$ cat config.mk
export PLATFORM = sky130hd
export DESIGN_NAME = rst_supervisor
export DESIGN_NICKNAME = d
export VERILOG_FILES = /design/src/rtl/rst_supervisor.sv
export SDC_FILE = /design/constraint.sdc
export NUM_CORES = 1
export LEC_CHECK = 0
export BUFFER_PORTS_ARGS = -buffer_cell sky130_fd_sc_hd__buf_4
export CAP_MARGIN = 10
export CORE_AREA = 2 2 63 65
export DETAILED_ROUTE_END_ITERATION = 10
export DIE_AREA = 0 0 65 67
export PLACE_DENSITY = 0.75
export SLEW_MARGIN = 20
export SYNTH_ARGS = -nofsm -noshare
export SYNTH_HDL_FRONTEND = slang
export SYNTH_SLANG_ARGS = --single-unit
$ cat constraint.sdc
create_clock -name clk_i -period 3.2 [get_ports clk_i]
set_input_delay 0.32 -clock clk_i [delete_from_list [all_inputs] [get_ports clk_i]]
set_output_delay 0.32 -clock clk_i [all_outputs]
set_load 0.1 [all_outputs]
$ cat src/rtl/rst_supervisor.sv
module rst_supervisor #(
  parameter int TICK_DIV    = 50000,
  parameter int PULSE_TICKS = 200,
  parameter int WD_TICKS    = 1600
) (
  input  logic clk_i,
  input  logic supply_ok_i,
  input  logic wdog_level_i,
  input  logic wdog_open_i,
  input  logic pf_below_i,
  output logic rst_n_o,
  output logic rst_o,
  output logic pfail_n_o
);
  localparam int PW = $clog2(TICK_DIV + 1);
  localparam int CW = $clog2(PULSE_TICKS + 1);
  localparam int WW = $clog2(WD_TICKS + 1);

  logic [1:0]    sup_s;
  logic [2:0]    wd_s;
  logic [1:0]    open_s;
  logic          in_rst;
  logic [PW-1:0] pre;
  logic [CW-1:0] pcnt;
  logic [WW-1:0] wcnt;

  wire tick   = (pre == PW'(TICK_DIV - 1));
  wire wd_clr = open_s[1] | (wd_s[1] ^ wd_s[2]);

  always_ff @(posedge clk_i or negedge supply_ok_i) begin
    if (!supply_ok_i) begin
      sup_s  <= '0;
      wd_s   <= '0;
      open_s <= '1;
      in_rst <= 1'b1;
      pre    <= '0;
      pcnt   <= '0;
      wcnt   <= '0;
    end else begin
      sup_s  <= {sup_s[0], 1'b1};
      wd_s   <= {wd_s[1:0], wdog_level_i};
      open_s <= {open_s[0], wdog_open_i};
      if (!sup_s[1]) begin
        in_rst <= 1'b1;
        pre    <= '0;
        pcnt   <= '0;
        wcnt   <= '0;
      end else if (in_rst) begin
        wcnt <= '0;
        pre  <= tick ? '0 : pre + 1'b1;
        if (tick) begin
          if (pcnt == CW'(PULSE_TICKS - 1)) begin
            in_rst <= 1'b0;
            pcnt   <= '0;
          end else begin
            pcnt <= pcnt + 1'b1;
          end
        end
      end else if (wd_clr) begin
        wcnt <= '0;
        pre  <= '0;
      end else begin
        pre <= tick ? '0 : pre + 1'b1;
        if (tick) begin
          if (wcnt == WW'(WD_TICKS - 1)) begin
            in_rst <= 1'b1;
            wcnt   <= '0;
          end else begin
            wcnt <= wcnt + 1'b1;
          end
        end
      end
    end
  end

  assign rst_n_o   = ~in_rst & sup_s[1];
  assign rst_o     = ~rst_n_o;
  assign pfail_n_o = ~pf_below_i;
endmodule

==> run_results.csv, run 1 <==
group,metric,value,unit
timing,rsz0062_at_grt,"false",
clock_network,insertion_delay,290,ps
clock_network,ctsHtreeMaxLevel,2,
timing,max_clock_freq,0.453,GHz
yosys,synth_warnings,0,
die,die-width,65,µm
route,wl_met2,1.90,mm
timing,tns,0,ps
clock_network,clk_pin_slew_worst_paths,80,ps
clock_network,cts_hold_buffers,0,
route,drt-wirelength-per-cell,14.1,µm
yosys,synth_nets,217,
clock_network,cts_resized,0,
cells_and_area,multi_input_area,968,µm²
route,routed-wl-met3,159,µm
power_and_ir_drop,p_leak,0.973,nW
yosys,syn_area_per_cell,10.0,µm²
clock_network,cts_setup_buffers,0,
clock_network,clockRootBuffer,"clkbuf_8",
critical_path,reg2reg_slack,990,ps
die,die_area,4360,µm²
die,fp.coreArea,3610,µm²
route,highest_layer,"met4",
yosys,synthCells,209,
clock_network,cts_tree,"done",
critical_path,startpoint_type,"flop",
global_routing,grt_usage,20.1,%
cells_and_area,fillerInstances,303,
timing,fin_crit_sh,69.0,%
yosys,async_flop_share,100,%
place,dpl-instance-area,2190,µm²
critical_path,critPathMaxFanout,20,
yosys,synth.top_cell.area_share,47.8,%
yosys,synth_cell_type_count,44,
route,postRouteAntennaNets,0,
min_path,hp-class,"primary input to asynchronous set/reset pin",
yosys,yosysTopAreaCell,"dfrtp_1",
route,vias_per_cell,5.91,
clock_network,numCtsBuffers,5,
route,vias,1571,
power_and_ir_drop,p_per_area,404,nW/µm²
place,portBuffers,7,
cells_and_area,final_common_cell,"dfrtp_1",
timing,hold_violations,8,
timing,finalMaxSlewViolations,0,
place,dp_slack,985,ps
place,gp_congestion,0.886,
die,initial_core_util,58.1,%
timing,clock_skew,11.0,ps
global_routing,grt_pass1_vias,1540,
critical_path,worst-setup-path-type,"flop to flop",
die,ios,8,
global_routing,antenna_found_initial,0,
route,m1WireLength,1.61,mm
route,drtIter0Drc,161,
cells_and_area,most-common-layout-cells,"dfrtp_1, nor2_1, nand3_1",
route,drc,0,
critical_path,required,3420,ps
outcome,violations,"negative hold slack",
yosys,synth_edf_count,0,
outcome,status,"finished with violations",
cells_and_area,final_area,2280,µm²
global_routing,grt_max_degree,44,
cells_and_area,antenna_cells,0,
power_and_ir_drop,ir_drop,0.361,mV
yosys,synth_area_leaders,"dfrtp_1, nor2_1, xor2_1",
timing,setup_viol,0,
clock_network,clock-sinks,43,
die,rows,22,
global_routing,grt-ovfl-total,0,
route,firstDrtPassIters,4,
route,wirelength,3.75,mm
cells_and_area,regArea,1080,µm²
yosys,synth_seq_cells,43,
flow_run,maxCapViolations,0,
cells_and_area,syn2layout_area_growth,8.60,%
cells_and_area,fin_nets,225,
critical_path,end_kind,"flop",
yosys,synth_flop_cell,"dfrtp_1",
timing,min_period,2210,ps
yosys,syn_area,2100,µm²
die,die_height,67,µm
global_routing,grt_pass1_wl,6.59,mm
timing,holdWs,-4.90,ps
yosys,ys_seq_area_share,51.5,%
critical_path,worstPathArrival,2430,ps
clock_network,clk_path_buf_depth,2,
timing,post-route-worst-setup-slack,992,ps
timing,max_slew_margin,31.5,%
timing,tightest_slew,1020,ps
place,dp_hpwl,2.66,mm
cells_and_area,drive_gt1_share,11.5,%
through the flow:
stage / utilization (%) / hold slack, ps / cells / total power, mW
2_1_floorplan: - / 24.4 / 209 / 0.584
3_3_place_gp: 60.8 / 329 / 258 / 0.601
3_5_place_dp: 60.8 / 333 / 258 / 0.602
4_1_cts: 63.1 / 12.3 / 266 / 0.930
5_1_grt: 63.1 / 37.2 / 266 / 0.956
6_report: 63.1 / -4.90 / 266 / 0.920
per-layer routing:
| layer | track usage (%) | vias up |
|---|---|---|
| met2 | 34.0 | 36 |
| met4 | 10.6 | 0 |
| li1 | - | 749 |
| met5 | 0 | - |
| met1 | 23.4 | 775 |
| met3 | 5.07 | 11 |
synthesized netlist by cell type (2+ instances only):
library cell and instances:
a21oi_1 2, nor3_1 3, or3_1 5, inv_1 6, nand4b_1 2, nor3b_1 3
and3_1 9, nor4_1 4, xor2_1 10, nand3_1 16, buf_2 3, o21ai_0 10
dfstp_2 3, nor2_1 29, a31oi_1 3, xnor2_1 9, ha_1 3, dfrtp_1 40
nor2b_1 3, a21boi_1 2, clkbuf_1 3, mux2i_1 2, o31ai_1 2, nand2_1 10
nand4_1 6, and2_1 2, a21boi_0 2
layout make-up:
cell class	instances	area share [%]
tap	48	2.64
multi-input combinational	153	42.6
timing repair buffer	8	2.64
clock inverter	2	0.550
clock buffer	6	3.19
inverter	6	0.990
sequential	43	47.4
final timing paths:
kind | start | endpoint | cells after the start
max | pre[4]$_DFF_PN0_ | pcnt[7]$_DFFE_PN0P_ | 6
min | supply_ok_i | pcnt[7]$_DFFE_PN0P_ | 1
max reg2reg | pre[4]$_DFF_PN0_ | pcnt[7]$_DFFE_PN0P_ | 6
min reg2reg | open_s[0]$_DFF_PN1_ | open_s[1]$_DFF_PN1_ | 0
max in group asynchronous | supply_ok_i | open_s[1]$_DFF_PN1_ | 1
min in group clk_i | wdog_open_i | open_s[0]$_DFF_PN1_ | 1
worst max-delay path, cell delays in order (launching register included):
cell,delay [ps]
dfrtp_1,410
or4bb_1,560
nor4_4,260
buf_4,280
nand2_4,100
or3_1,360
a21boi_1,160
kinds of logic (layout without fill, tap and decap cells):
| kind of cell | after synthesis | after routing | synth area share, % |
|---|---|---|---|
| AOI/OAI and AO/OA | 25 | 25 | 7.46 |
| xor gates and xnor gates | 19 | 19 | 7.94 |
| adders and majority gates | 3 | 3 | 1.79 |
| buffers and inverters | 13 | 22 | 2.69 |
| DFF | 43 | 43 | 51.5 |
| muxes | 2 | 2 | 0.955 |
| other | 1 | 1 | 0.179 |
| and+or+nand+nor | 103 | 103 | 27.5 |
state kept, by name (all words and copies together) (netlist names):
name    flops
wd_s        3
pre        16
wcnt       11
in_rst      1
sup_s       2
pcnt        8
open_s      2
power by group:
part / leakage (nW) / switching, mW / total (mW) / internal [mW]
registers: 0.576 / 0.00676 / 0.558 / 0.552
logic: 0.356 / 0.0230 / 0.0322 / 0.00921
clock network: 0.0412 / 0.177 / 0.329 / 0.152
total: 0.973 / 0.206 / 0.920 / 0.713
(Power assumes the default switching activity.)
==> run 2: changes to the inputs <==
--- a/config.mk
+++ b/config.mk
@@ -5,11 +5,12 @@
 export SDC_FILE = /design/constraint.sdc
 export NUM_CORES = 1
 export LEC_CHECK = 0
+export ABC_AREA = 1
 export BUFFER_PORTS_ARGS = -buffer_cell sky130_fd_sc_hd__buf_4
 export CAP_MARGIN = 10
-export CORE_AREA = 2 2 63 65
+export CORE_AREA = 2 2 68 70
 export DETAILED_ROUTE_END_ITERATION = 10
-export DIE_AREA = 0 0 65 67
+export DIE_AREA = 0 0 70 72
 export PLACE_DENSITY = 0.75
 export SLEW_MARGIN = 20
 export SYNTH_ARGS = -nofsm -noshare
==> constraint.sdc (replaced) <==
create_clock -name clk_i -period 2.26 [get_ports clk_i]
set_input_delay 0.226 -clock clk_i [delete_from_list [all_inputs] [get_ports clk_i]]
set_output_delay 0.226 -clock clk_i [all_outputs]
set_load 0.1 [all_outputs]
==> run_results.csv, run 2 <==
group,metric,value,unit
outcome,status,"finished clean",
timing,finalMaxSlewViolations,0,
die,rows,24,
yosys,synth_top_family_by_area,"simple AND/OR/NAND/NOR gates",
route,postRouteAntennaNets,0,
route,vias_per_cell,5.12,
cells_and_area,most-common-layout-cells,"nand2_1, nor2_1, inv_1",
global_routing,grt-ovfl-total,0,
power_and_ir_drop,clock_power_share,37.3,%
critical_path,critPathMaxFanout,14,
die,initial_core_util,58.4,%
yosys,syn_area,2490,µm²
clock_network,clk_path_buf_depth,2,
clock_network,cts_setup_buffers,0,
power_and_ir_drop,p_comb_share,4.2,%
yosys,synth_area_leaders,"dfrtp_1, nand2_1, nand3_1",
place,dpl.cell_count,398,
yosys,async_flop_share,100,%
clock_network,insertion_delay,300,ps
global_routing,grt_usage,21.4,%
cells_and_area,regMostFlops,"pre",
cells_and_area,reg.largest.list,"pre (16), wcnt (11), pcnt (8)",
power_and_ir_drop,p_seq_share,58.5,%
die,fp.coreArea,4260,µm²
clock_network,cts_hold_buffers,1,
cells_and_area,fin_nets,362,
yosys,yosysMostFrequentCell,"nand2_1",
power_and_ir_drop,p_int,1.04,mW
die,die-width,70,µm
cells_and_area,drive_gt1_share,9.86,%
timing,hold_violations,0,
yosys,synth_cell_type_count,31,
yosys,syn_area_per_cell,7.26,µm²
power_and_ir_drop,swShare,22.5,%
cells_and_area,largest_register_ffs,16,
clock_network,cts_resized,0,
power_and_ir_drop,p_leak,1.30,nW
clock_network,cts_tree,"done",
clock_network,ctsHtreeMaxLevel,2,
clock_network,clk_pin_slew_worst_paths,80,ps
yosys,synth_common_cells,"nand2_1, nor2_1, inv_1",
timing,max_slew_margin,65.2,%
critical_path,path_cells,"ha_1 > nand3_1 > nor2_2 > nand2_4 > inv_1 > nand2_1 > nand3_1 > nand2_1",
yosys,synthMuxAreaShare,0,%
clock_network,numCtsBuffers,5,
yosys,synth_nets,351,
die,die_height,72,µm
yosys,ys_seq_area_share,43.3,%
cells_and_area,fillerInstances,389,
timing,tightest_slew,523,ps
die,die_area,5040,µm²
route,drtIter0Drc,72,
global_routing,grt_pass1_wl,8.66,mm
power_and_ir_drop,p_sw,0.302,mW
power_and_ir_drop,ir_drop,0.458,mV
cells_and_area,final_common_cell,"nand2_1",
yosys,synth_xor_area_share,2.81,%
yosys,synth.top_cell.area_share,40.2,%
global_routing,grt_pass1_vias,2054,
place,gp_congestion,0.888,
critical_path,worst-setup-path-type,"flop to flop",
yosys,synth_compound_area_share,2.71,%
timing,max_clock_freq,0.584,GHz
yosys,synth_adder_area_share,1.51,%
clock_network,clock-sinks,43,
critical_path,startpoint_type,"flop",
yosys,synthCells,343,
route,vias,2085,
yosys,synth_seq_cells,43,
route,firstDrtPassIters,4,
yosys,synth_flop_cell,"dfrtp_1",
route,drc,0,
timing,setup_viol,0,
flow_run,maxCapViolations,0,
critical_path,critPathSlowestCell,"dfrtp_1",
global_routing,antenna_found_initial,0,
critical_path,worstPathArrival,1900,ps
timing,tns,0,ps
timing,clock_skew,8.09,ps
route,wirelength,4.72,mm
cells_and_area,layout.cells.non_filler,407,
cells_and_area,antenna_cells,0,
critical_path,cp_slowest_stage_delay,380,ps
critical_path,required,2450,ps
global_routing,grt_max_degree,44,
clock_network,clockRootBuffer,"clkbuf_8",
yosys,synth-simple-area-share,40.5,%
timing,fin_crit_sh,75.8,%
cells_and_area,syn2layout_area_growth,7.68,%
power_and_ir_drop,p_per_area,501,nW/µm²
route,drt-wirelength-per-cell,11.6,µm
place,portBuffers,7,
place,dp_hpwl,3.40,mm
die,ios,8,
critical_path,end_kind,"flop",
min_path,hp-class,"primary input to flop",
yosys,synth_warnings,0,
yosys,synth_edf_count,0,
yosys,yosysTopAreaCell,"dfrtp_1",
timing,rsz0062_at_grt,"false",
timing,min_period,1710,ps
[run 2: cell count changes after synthesis, sizes merged, moves of 6 or more]
cell	previous run	this run
nand3	16	42
nor3	4	10
o21ai	10	4
inv	6	48
nor2	29	57
nand2	11	104
xnor2	9	3
and3	9	0
[run 2: power groups by stage]
stage                     Clock, mW  Combinational [mW]  Sequential (mW)
after floorplan                   0              0.0288            0.801
after global placement            0              0.0558            0.801
after detailed placement          0              0.0571            0.802
after CTS                     0.518              0.0584            0.787
after global routing          0.546              0.0641            0.788
final                         0.501              0.0564            0.787
[run 2: layer usage]
metal	wire, µm	vias to the layer above	GRT usage [%]
li1	-	1086	-
met1	2160	955	26.0
met2	2290	35	37.5
met3	191	9	5.97
met4	70	0	6.20
met5	0	-	0
[run 2: area by class of cell]
cell class                      instances  area, µm²  share of cell area (%)
Multi-Input combinational cell        246       1190                    44.4
Sequential cell                        43       1080                    40.3
Inverter                               49        185                    6.90
Clock buffer                            7       86.3                    3.22
Timing Repair Buffer                    9       70.1                    2.61
Tap cell                               52       65.1                    2.43
Clock inverter                          1       5.00                   0.187
[run 2: cell families (layout without fill, tap and decap cells)]
| kind of cell | count (synthesis) | in the layout |
|---|---|---|
| xor+xnor | 8 | 8 |
| other cells | 1 | 1 |
| simple gates | 224 | 224 |
| flops | 43 | 43 |
| compound gates | 10 | 10 |
| fa+ha+maj | 3 | 3 |
| buf+inv | 54 | 66 |
[run 2: worst paths after layout]
kind,from,depth (start not counted),to,slack [ps]
setup / recovery,pre[0]$_DFF_PN0_,8,pcnt[5]$_DFFE_PN0P_,550
hold / removal,wdog_level_i,1,wd_s[0]$_DFF_PN0_,30
setup reg to reg,pre[0]$_DFF_PN0_,8,pcnt[5]$_DFFE_PN0P_,550
hold reg to reg,wd_s[0]$_DFF_PN0_,0,wd_s[1]$_DFF_PN0_,360
max in group asynchronous,supply_ok_i,2,open_s[0]$_DFF_PN1_,1440
min in group asynchronous,supply_ok_i,2,pre[12]$_DFF_PN0_,440
[run 2: critical path: cells and delay by family, from the launching register on]
family | cells | cell delay [ps]
simple gates | 6 | 930
flops | 1 | 380
fa+ha+maj | 1 | 200
buf+inv | 1 | 110
[run 2: per-stage QoR]
stage          utilization [%]  hold WS, ps  setup WS [ps]  total power, mW  cell area, µm²
6_report                  62.9         30.7            547             1.34            2680
3_3_place_gp              60.5          243            639            0.857            2580
4_1_cts                   62.9         18.7            565             1.36            2680
3_5_place_dp              60.5          248            584            0.859            2580
2_1_floorplan                -        -69.6            416            0.830            2490
5_1_grt                   62.9         11.1            430             1.40            2680
